File: src/rtl/cyc_halt_pkg.sv
package cyc_halt_pkg;
  typedef enum logic [1:0] {
    ST_IDLE  = 2'd0,
    ST_ARMED = 2'd1,
    ST_RUN   = 2'd2,
    ST_HALT  = 2'd3
  } halt_state_t;
endpackage

File: src/rtl/cyc_halt_trigsel.sv
module cyc_halt_trigsel #(
  parameter int NUM_EVT = 6,
  parameter int SEL_W   = 3
) (
  input  logic               clk,
  input  logic               rst,
  input  logic               sel_write,
  input  logic [SEL_W-1:0]   sel_value,
  input  logic [NUM_EVT-1:0] events,
  output logic               trig
);
  logic [SEL_W-1:0]   sel_q;
  logic [NUM_EVT-1:0] hit;

  always_ff @(posedge clk) begin
    if (rst)            sel_q <= '0;
    else if (sel_write) sel_q <= sel_value;
  end

  // one comparator per event line; indices at or above NUM_EVT never match
  for (genvar i = 0; i < NUM_EVT; i++) begin : g_hit
    assign hit[i] = events[i] && (sel_q == SEL_W'(i));
  end

  assign trig = |hit;
endmodule

File: src/rtl/cyc_halt_counter.sv
module cyc_halt_counter #(
  parameter int CNT_W = 48
) (
  input  logic             clk,
  input  logic             rst,
  input  logic             load,
  input  logic [CNT_W-1:0] load_val,
  input  logic             dec,
  output logic             is_zero,
  output logic             is_one
);
  logic [CNT_W-1:0] cnt_q;

  always_ff @(posedge clk) begin
    if (rst)       cnt_q <= '0;
    else if (load) cnt_q <= load_val;
    else if (dec)  cnt_q <= cnt_q - CNT_W'(1);
  end

  assign is_zero = (cnt_q == '0);
  assign is_one  = (cnt_q == CNT_W'(1));


  no_underflow_chk: assert property (@(posedge clk) disable iff (rst)
    dec |-> !is_zero);
endmodule

File: src/rtl/cyc_halt_fsm.sv
module cyc_halt_fsm
  import cyc_halt_pkg::*;
(
  input  logic clk,
  input  logic rst,
  input  logic load,
  input  logic trig,
  input  logic cnt_zero,
  input  logic cnt_one,
  output logic dec,
  output logic clk_en,
  output logic done
);
  halt_state_t st_q, st_d;

  always_comb begin
    st_d = st_q;
    dec  = 1'b0;
    if (load) begin
      st_d = ST_ARMED;
    end else begin
      unique case (st_q)
        ST_ARMED: if (trig) st_d = cnt_zero ? ST_HALT : ST_RUN;
        ST_RUN: begin
          dec = 1'b1;
          if (cnt_one) st_d = ST_HALT;
        end
        default: st_d = st_q;
      endcase
    end
  end

  always_ff @(posedge clk) begin
    if (rst) begin
      st_q   <= ST_IDLE;
      clk_en <= 1'b1;
      done   <= 1'b0;
    end else begin
      st_q   <= st_d;
      clk_en <= (st_d != ST_HALT);
      done   <= (st_d == ST_HALT);
    end
  end


  load_rearm_chk: assert property (@(posedge clk) disable iff (rst)
    load |=> (clk_en && !done && st_q == ST_ARMED));

  armed_wait_chk: assert property (@(posedge clk) disable iff (rst)
    (st_q == ST_ARMED && !trig && !load) |=> (st_q == ST_ARMED && clk_en));

  last_step_chk: assert property (@(posedge clk) disable iff (rst)
    (st_q == ST_RUN && cnt_one && !load) |=> (done && !clk_en));

  halt_hold_chk: assert property (@(posedge clk) disable iff (rst)
    (done && !load) |=> (done && !clk_en));
endmodule

File: src/rtl/cycle_halt_counter.sv
module cycle_halt_counter #(
  parameter int CNT_W   = 48,
  parameter int NUM_EVT = 6,
  localparam int SEL_W  = (NUM_EVT > 1) ? $clog2(NUM_EVT) : 1
) (
  input  logic               clk,
  input  logic               rst,
  input  logic               load_valid,
  input  logic [CNT_W-1:0]   load_value,
  input  logic               sel_write,
  input  logic [SEL_W-1:0]   sel_value,
  input  logic [NUM_EVT-1:0] events,
  output logic               core_clk_en,
  output logic               done
);
  logic trig, dec, cnt_zero, cnt_one;

  cyc_halt_trigsel #(.NUM_EVT(NUM_EVT), .SEL_W(SEL_W)) u_trig (
    .clk(clk), .rst(rst), .sel_write(sel_write), .sel_value(sel_value),
    .events(events), .trig(trig)
  );

  cyc_halt_counter #(.CNT_W(CNT_W)) u_cnt (
    .clk(clk), .rst(rst), .load(load_valid), .load_val(load_value),
    .dec(dec), .is_zero(cnt_zero), .is_one(cnt_one)
  );

  cyc_halt_fsm u_fsm (
    .clk(clk), .rst(rst), .load(load_valid), .trig(trig),
    .cnt_zero(cnt_zero), .cnt_one(cnt_one), .dec(dec),
    .clk_en(core_clk_en), .done(done)
  );
endmodule

File: config.mk
export PLATFORM = sky130hd
export DESIGN_NAME = cycle_halt_counter
export DESIGN_NICKNAME = d
export VERILOG_FILES = /design/src/rtl/cyc_halt_pkg.sv /design/src/rtl/cyc_halt_trigsel.sv /design/src/rtl/cyc_halt_counter.sv /design/src/rtl/cyc_halt_fsm.sv /design/src/rtl/cycle_halt_counter.sv
export SDC_FILE = /design/constraint.sdc
export NUM_CORES = 1
export LEC_CHECK = 0
export BUFFER_PORTS_ARGS = -buffer_cell sky130_fd_sc_hd__clkbuf_2
export CAP_MARGIN = 15
export CORE_MARGIN = 1
export CORE_UTILIZATION = 30
export DETAILED_ROUTE_END_ITERATION = 16
export SLEW_MARGIN = 20
export SYNTH_ARGS = -nofsm -noshare
export SYNTH_HDL_FRONTEND = slang
export SYNTH_SLANG_ARGS = --single-unit
File: constraint.sdc
create_clock -name clk -period 2.7 [get_ports clk]
set_input_delay 0.675 -clock clk [delete_from_list [all_inputs] [get_ports clk]]
set_output_delay 0.675 -clock clk [all_outputs]
set_load 0.02 [all_outputs]
# After elaboration in Yosys (flattened, before gate mapping)
# Cells that the tools add are included.
# classes
n_reduce_logical	10
eq_ne	10
mux	9
add_sub_neg	1
# ops
cell	count
$mux 48	2
$eq 48x1->1 const B	1
$logic_not 48->1	1
$sub 48x1->48 const B	1
$eq 3x2->1 const B	2
$eq 3x3->1 const B	2
$logic_and 1x1->1	6
$mux 2	3
$reduce_or 6->1	1
$eq 2x2->1 const B	2
$pmux 2 s2	1
$eq 3x1->1 const B	1
$logic_not 3->1	1
$mux 1	3
$eq 2x1->1 const B	1
$ne 2x2->1 const B	1
$reduce_bool 2->1	1
# totals
register_bits	55
out_inout_bits	2
in_bits	61

# Logic depth before layout (Yosys ltp)
# Gate-level depths: netlist of run 1.
# logic_depth
ltp_word	7
depth_mapped	9

# Hierarchy
# Synthesis of run 1 repeated with hierarchy kept, for this count alone.
# unflattened
hier_cells	385
area_unflattened_um2	3168.0
# by_module_without_submodules
mod	instances	cells_each	area_per_inst_um2
cyc_halt_counter	1	351	2801.4
cyc_halt_fsm	1	21	217.7
cyc_halt_trigsel	1	13	148.9

# Worst setup path after synthesis of run 1
# Ideal clock, no wire load.
# synth_path
path_kind	register to register
startpoint	register u_fsm.st_q[0]
endpoint	register u_cnt.cnt_q[39]
slack_ns	0.377
setup_time_ns	0.091
stages_incl_launch_ff	10
required_ns	2.609
n_path_buf	2
arrival_time_ns	2.232
path_cell_list	dfxtp_1 > inv_1 > ha_1 > buf_2 > or4b_1 > or2_1 > buf_2 > nor3_2 > nand3_1 > a311oi_1
# synth_between
elab_chain_len	4
# synth_rtl
item	line_no	rtl
from (decl)	cyc_halt_fsm.sv:14	halt_state_t st_q, st_d;
from (signal assigned)	cyc_halt_fsm.sv:39	st_q <= st_d;
$eq 2x2->1	cyc_halt_fsm.sv:22	unique case (st_q)
$mux 1	cyc_halt_fsm.sv:22	
$mux 1	cyc_halt_fsm.sv:19	if (load) begin
$reduce_bool 2->1 (no line)	--	
to (signal assigned)	cyc_halt_counter.sv:16	else if (load) cnt_q <= load_val;
to (signal assigned)	cyc_halt_counter.sv:17	else if (dec) cnt_q <= cnt_q - CNT_W'(1);
to (decl)	cyc_halt_counter.sv:12	logic [CNT_W-1:0] cnt_q;
# Every way passes these cells.
# A chain may end at the register's enable or synchronous reset.

# Worst setup path in the final report of run 1
# layout_path
startpoint	register u_fsm.st_q[0]
endpoint	register u_cnt.cnt_q[37]
# The elaborated chain is that of the path after synthesis.

==> impl_metrics.yaml, run 1 <==
setup_path:
  endpoint_kind: "flip-flop"
  r2r-start: "u_fsm.st_q[0]$_SDFF_PP0_"
  crit_fanout: 6
  cp_top_family: "simple AND/OR/NAND/NOR gates"
  r2r_cells: 7
  cp.arrival_ns: 2.62
  startpoint: "u_fsm.st_q[0]$_SDFF_PP0_"
  required_ns: 2.92
  critPathBufInv: 1
  cp_slowest_cell: "or4_4"
  worstPathCellList: "inv_1 -> ha_1 -> nor3b_1 -> nand4_2 -> or4_4 -> o31a_1 -> a2111oi_2"
  slowest_delay_ns: 0.62
  start_kind: "flip-flop"
  crit_end: "u_cnt.cnt_q[37]$_SDFFE_PP0P_"
  cp.depth: 7
  worstSetupPathType: "reg2reg"
  r2r_end: "u_cnt.cnt_q[37]$_SDFFE_PP0P_"
  r2r_slack_ns: 0.30
drt:
  wl_per_cell_um: 14.0
  ant_nets: 0
  routed_wl_um: 8210
  vias: 2994
  drc: 0
  via_per_inst: 5.09
  drt_iter0_markers: 134
  dr.pass1.iters: 4
final_layout:
  finalInstanceArea_um2: 3870
  drive_gt1_frac: 0.257
  fin_cells: 588
  area_growth_pct: 19.9
  final_cell_mix: "62 x clkbuf_2, 55 x dfxtp_1, 51 x nor2_1"
  nets: 518
  final_common_cell: "clkbuf_2"
  n_fill_cell: 1126
  diodes: 0
global_routing:
  grt_pass1_wl_um: 13900
  grt_max_degree: 71
  grt_pass1_vias: 2949
  grt-ovfl-total: 0
  grt_use_total: 0.153
  antenna_found_initial: 0
job:
  maxCapViolations: 0
yosys:
  syn_inst: 383
  synthMuxAreaShare: 0.0260
  ys_types: 56
  synth_top_family_by_area: "simple AND/OR/NAND/NOR gates"
  yosys.area_share.xor_xnor: 0.0976
  synth_edf_count: 0
  ys_seq_area_frac: 0.341
  avgSynthCellArea_um2: 8.43
  synthesis.nets: 450
  netlist_area_um2: 3230
  synth_fa_ha_area_frac: 0.0232
  synthFlopType: "dfxtp_1"
  synth-simple-area-share: 0.299
  async_flop_share: 0
  synth_warnings: 0
  ys_ff_latch: 55
  synth_compound_area_frac: 0.169
timing:
  max_freq_mhz: 416
  post-route-period-util: 0.890
  rsz0062_at_grt: "false"
  hold_viol: 0
  worst_slew_pin_slew_ns: 0.612
  finalClockSkew_ns: 0.0145
  finalSetupTns_ns: 0
  finalCriticalPeriod_ns: 2.40
  setup_viol: 0
  maxSlewHeadroom: 0.590
  slew_violations: 0
die:
  initial_utilization: 0.311
  io_pins: 63
  die_y_um: 106
  core_area_um2: 10400
  placementRows: 37
  die_w_um: 106
  die_area_um2: 11200
pwr:
  ir_drop_mv: 0.305
  p_leak_nw: 1.47
  power-per-cell-area_nw_per_um2: 451
  finalPower_mw: 1.75
clock_network:
  ctsLongestPathBuffers: 2
  clkSinkCount: 55
  cts_tree: "done"
  htreeDepth: 2
  postCtsHoldBufs: 0
  clkTransAtPathRegs_ns: 0.11
  post_cts_buffers: 0
  cts_resized: 0
  numCtsBuffers: 5
  clk_latency_ns: 0.31
  clockRootBuffer: "clkbuf_8"
status:
  status: "finished clean"
placed_design:
  dp.final_hpwl_um: 6210
  placed_cells: 580
  gp_congestion: 0.818
  placed_area_um2: 3790
  io_buffer_count: 62
worst_hold_path:
  min_path_type: "reg2reg"
==> metrics by stage <==
| stage | utilization | setup WS, ns | hold WS [ns] |
|---|---|---|---|
| after floorplan | - | 0.377 | 0.505 |
| after global placement | 0.365 | 0.407 | 0.532 |
| after detailed placement | 0.365 | 0.321 | 0.546 |
| after CTS | 0.373 | 0.265 | 0.561 |
| after global routing | 0.373 | 0.104 | 0.589 |
| final | 0.373 | 0.297 | 0.560 |
==> worst min path at each step <==
| stage | startpoint | to | slack [ns] | cells past startpoint |
|---|---|---|---|---|
| 5_1_grt | load_value[0] | u_cnt.cnt_q[0]$_SDFFE_PP0P_ | 0.59 | 3 |
| 2_1_floorplan | u_cnt.cnt_q[22]$_SDFFE_PP0P_ | u_cnt.cnt_q[22]$_SDFFE_PP0P_ | 0.50 | 2 |
| 4_1_cts | u_cnt.cnt_q[22]$_SDFFE_PP0P_ | u_cnt.cnt_q[22]$_SDFFE_PP0P_ | 0.56 | 2 |
| 3_3_place_gp | u_cnt.cnt_q[22]$_SDFFE_PP0P_ | u_cnt.cnt_q[22]$_SDFFE_PP0P_ | 0.53 | 2 |
| 6_report | u_cnt.cnt_q[22]$_SDFFE_PP0P_ | u_cnt.cnt_q[22]$_SDFFE_PP0P_ | 0.56 | 2 |
| 3_5_place_dp | u_cnt.cnt_q[33]$_SDFFE_PP0P_ | u_cnt.cnt_q[33]$_SDFFE_PP0P_ | 0.55 | 2 |
==> cells by family after synthesis <==
family          Yosys count
flops                    55
mux                       8
buf+inv                  37
simple gates            164
compound gates           77
fa+ha+maj                 6
xor+xnor                 36
==> area by class of cell <==
class / instances / area, um2 / area share
clock buffer: 6 / 72.6 / 0.0187
clock inverter: 2 / 12.5 / 0.00323
inverter: 17 / 63.8 / 0.0165
multi-input combinational: 291 / 1990 / 0.513
sequential: 55 / 1100 / 0.284
tap: 136 / 170 / 0.0439
timing repair buffer: 81 / 465 / 0.120
==> metal layers <==
layer,track usage,share of wire
met1,0.203,0.47
met2,0.256,0.47
met3,0.0223,0.041
met4,0.0466,0.016
met5,0,0
==> cell usage after synthesis (all sizes together) (2+ instances only) <==
master	count	area share
clkbuf	11	0.013
nor3b	2	0.0046
a31o	2	0.0054
o22ai	3	0.0058
o21bai	10	0.023
a211oi	20	0.046
nor3	19	0.033
xnor2	28	0.076
or2	5	0.0097
a21o	2	0.0046
ha	6	0.023
a311oi	2	0.0054
o21ai	4	0.0062
mux2i	5	0.015
buf	9	0.011
or4b	3	0.0093
nand2	22	0.026
a21oi	17	0.026
nand3	7	0.015
o31a	3	0.0081
inv	16	0.019
nor2	51	0.059
and4	2	0.0054
nand4	7	0.017
or4	4	0.012
nand4bb	2	0.0070
or3	10	0.020
mux2	3	0.010
xor2	8	0.022
dfxtp	55	0.34
nor4	24	0.065
a31oi	7	0.014
a2111oi	2	0.0093
==> worst min-delay path: cells and delay by family, from the launching register on <==
kind / cells / cell delay [ns]
AOI/OAI and AO/OA: 2 / 0.16
DFF: 1 / 0.35
==> report_power, final <==
part / switching [mW] / internal (mW) / total (mW)
clock network: 0.276 / 0.182 / 0.458
registers: 0.0610 / 0.865 / 0.926
logic: 0.189 / 0.173 / 0.362
total: 0.526 / 1.22 / 1.75
==> flip-flops by register name, summed over array words and instances (netlist names) <==
name / count
u_cnt.cnt_q: 48
u_fsm.st_q: 2
u_fsm.clk_en: 1
u_fsm.done: 1
u_trig.sel_q: 3
(Power assumes the default switching activity.)
==> run 2, diff against run 1 <==
==> constraint.sdc (replaced) <==
create_clock -name clk -period 2.65 [get_ports clk]
set_input_delay 0.6625 -clock clk [delete_from_list [all_inputs] [get_ports clk]]
set_output_delay 0.6625 -clock clk [all_outputs]
set_load 0.02 [all_outputs]
==> impl_metrics.yaml, run 2 (synthesized netlist as in run 1, its figures left out) <==
pwr:
  p_clk_frac: 0.306
  seqPwrFrac: 0.500
  ir_drop_mv: 0.210
  swShare: 0.291
  power-per-cell-area_nw_per_um2: 487
  p_sw_uw: 549
  p_comb_frac: 0.194
  p_int_mw: 1.34
  p_leak_nw: 1.47
clock_network:
  clkTransAtPathRegs_ns: 0.10
  htreeDepth: 2
  numCtsBuffers: 5
  cts_tree: "done"
  cts_resized: 0
  clk_latency_ns: 0.32
  clkSinkCount: 55
  ctsLongestPathBuffers: 2
  post_cts_buffers: 0
  postCtsHoldBufs: 0
  clockRootBuffer: "clkbuf_8"
drt:
  drt_iter0_markers: 125
  vias: 2938
  ant_nets: 0
  routed_wl_um: 8170
  dr.pass1.iters: 4
  drc: 0
  via_per_inst: 5.01
  wl_per_cell_um: 13.9
die:
  io_pins: 63
  die_area_um2: 11200
  core_area_um2: 10400
  placementRows: 37
  initial_utilization: 0.311
  die_w_um: 106
  die_y_um: 106
worst_hold_path:
  hold_start: "u_cnt.cnt_q[22]$_SDFFE_PP0P_"
  whs_endpoint: "u_cnt.cnt_q[22]$_SDFFE_PP0P_"
  min_path_type: "reg2reg"
  hold_depth: 2
global_routing:
  grt_pass1_wl_um: 14000
  grt-ovfl-total: 0
  grt_pass1_vias: 2937
  grt_use_total: 0.155
  grt_max_degree: 52
  antenna_found_initial: 0
placed_design:
  placed_area_um2: 3760
  io_buffer_count: 62
  dp.final_hpwl_um: 6130
  placed_cells: 578
  gp_congestion: 0.839
timing:
  max_freq_mhz: 415
  rsz0062_at_grt: "false"
  slew_violations: 0
  post-route-period-util: 0.910
  worst_slew_pin_slew_ns: 0.543
  finalClockSkew_ns: 0.0133
  setup_viol: 0
  finalSetupTns_ns: 0
  hold_ws_ns: 0.560
  finalCriticalPeriod_ns: 2.41
  hold_viol: 0
  maxSlewHeadroom: 0.634
final_layout:
  drive_gt1_frac: 0.256
  top_register: "u_cnt.cnt_q"
  finalInstanceArea_um2: 3870
  area_growth_pct: 19.9
  final_core_util: 0.373
  final_common_cell: "clkbuf_2"
  nets: 516
  largest_reg_flops: 48
  fin_cells: 586
  diodes: 0
  final_cell_mix: "62 x clkbuf_2, 55 x dfxtp_1, 51 x nor2_1"
  reg_top3: "u_cnt.cnt_q (48), u_trig.sel_q (3), u_fsm.st_q (2)"
setup_path:
  crit_fanout: 5
  critPathBufInv: 1
  worstSetupPathType: "reg2reg"
  r2r_slack_ns: 0.24
  endpoint_kind: "flip-flop"
  slowest_delay_ns: 0.52
  r2r_cells: 7
  required_ns: 2.88
  cp.arrival_ns: 2.64
  worstPathCellList: "inv_1 -> ha_1 -> or4b_1 -> or3_1 -> nor4_2 -> xnor2_1 -> a211oi_1"
  cp_slowest_cell: "or4b_1"
  cp_top_family: "simple AND/OR/NAND/NOR gates"
  start_kind: "flip-flop"
  r2r_end: "u_cnt.cnt_q[19]$_SDFFE_PP0P_"
  r2r-start: "u_fsm.st_q[0]$_SDFF_PP0_"
status:
  status: "finished clean"
job:
  maxCapViolations: 0
run 2: changes by cell type in the layout (fill, tap and decap cells not counted):
cell / previous run / this run
clkinvlp_4: 1 / 0
buf_12: 1 / 0
clkinv_4: 0 / 1
bufinv_16: 0 / 1
clkbuf_1: 1 / 0
buf_4: 18 / 17
run 2: power by group through the flow:
stage | sequential (mW) | combinational, mW | clock [mW]
final | 0.943 | 0.366 | 0.576
after global routing | 0.953 | 0.409 | 0.621
after CTS | 0.942 | 0.368 | 0.590
after detailed placement | 0.961 | 0.366 | 0
after global placement | 0.960 | 0.361 | 0
after floorplan | 0.948 | 0.246 | 0
run 2: worst min-delay path, delay by kind of cell, from the launching register on:
family	cells	cell delay (ns)
AO/OA/AOI/OAI	2	0.16
flip-flops	1	0.35
run 2: area by class of cell:
class / instances / area (um2)
clock buffers: 5 / 68.8
clock inverters: 3 / 43.8
multi-input cells: 291 / 1990
inverters: 17 / 63.8
fillers: 1124 / 6500
repair buffers: 79 / 438
flip-flops and latches: 55 / 1100
well taps: 136 / 170
run 2: layer usage:
metal | part of all wire | global-route usage
met1 | 0.49 | 0.216
met2 | 0.46 | 0.245
met3 | 0.045 | 0.0241
met4 | 0.0082 | 0.0417
met5 | 0 | 0
run 2: worst max-delay path by stage:
| stage | from | end | slack (ns) | depth (start not counted) |
|---|---|---|---|---|
| 2_1_floorplan | u_fsm.st_q[0]$_SDFF_PP0_ | u_cnt.cnt_q[39]$_SDFFE_PP0P_ | 0.33 | 9 |
| 3_3_place_gp | u_fsm.st_q[0]$_SDFF_PP0_ | u_cnt.cnt_q[37]$_SDFFE_PP0P_ | 0.33 | 7 |
| 3_5_place_dp | u_fsm.st_q[0]$_SDFF_PP0_ | u_cnt.cnt_q[37]$_SDFFE_PP0P_ | 0.27 | 7 |
| 4_1_cts | u_fsm.st_q[0]$_SDFF_PP0_ | u_cnt.cnt_q[19]$_SDFFE_PP0P_ | 0.23 | 7 |
| 5_1_grt | u_fsm.st_q[0]$_SDFF_PP0_ | u_cnt.cnt_q[28]$_SDFFE_PP0P_ | 0.01 | 8 |
| 6_report | u_fsm.st_q[0]$_SDFF_PP0_ | u_cnt.cnt_q[19]$_SDFFE_PP0P_ | 0.24 | 7 |
run 2: per-stage QoR:
step | power, mW | setup slack [ns]
floorplan | 1.19 | 0.327
global placement | 1.32 | 0.331
detailed placement | 1.33 | 0.268
CTS | 1.90 | 0.230
global route | 1.98 | 0.0117
finish | 1.89 | 0.239
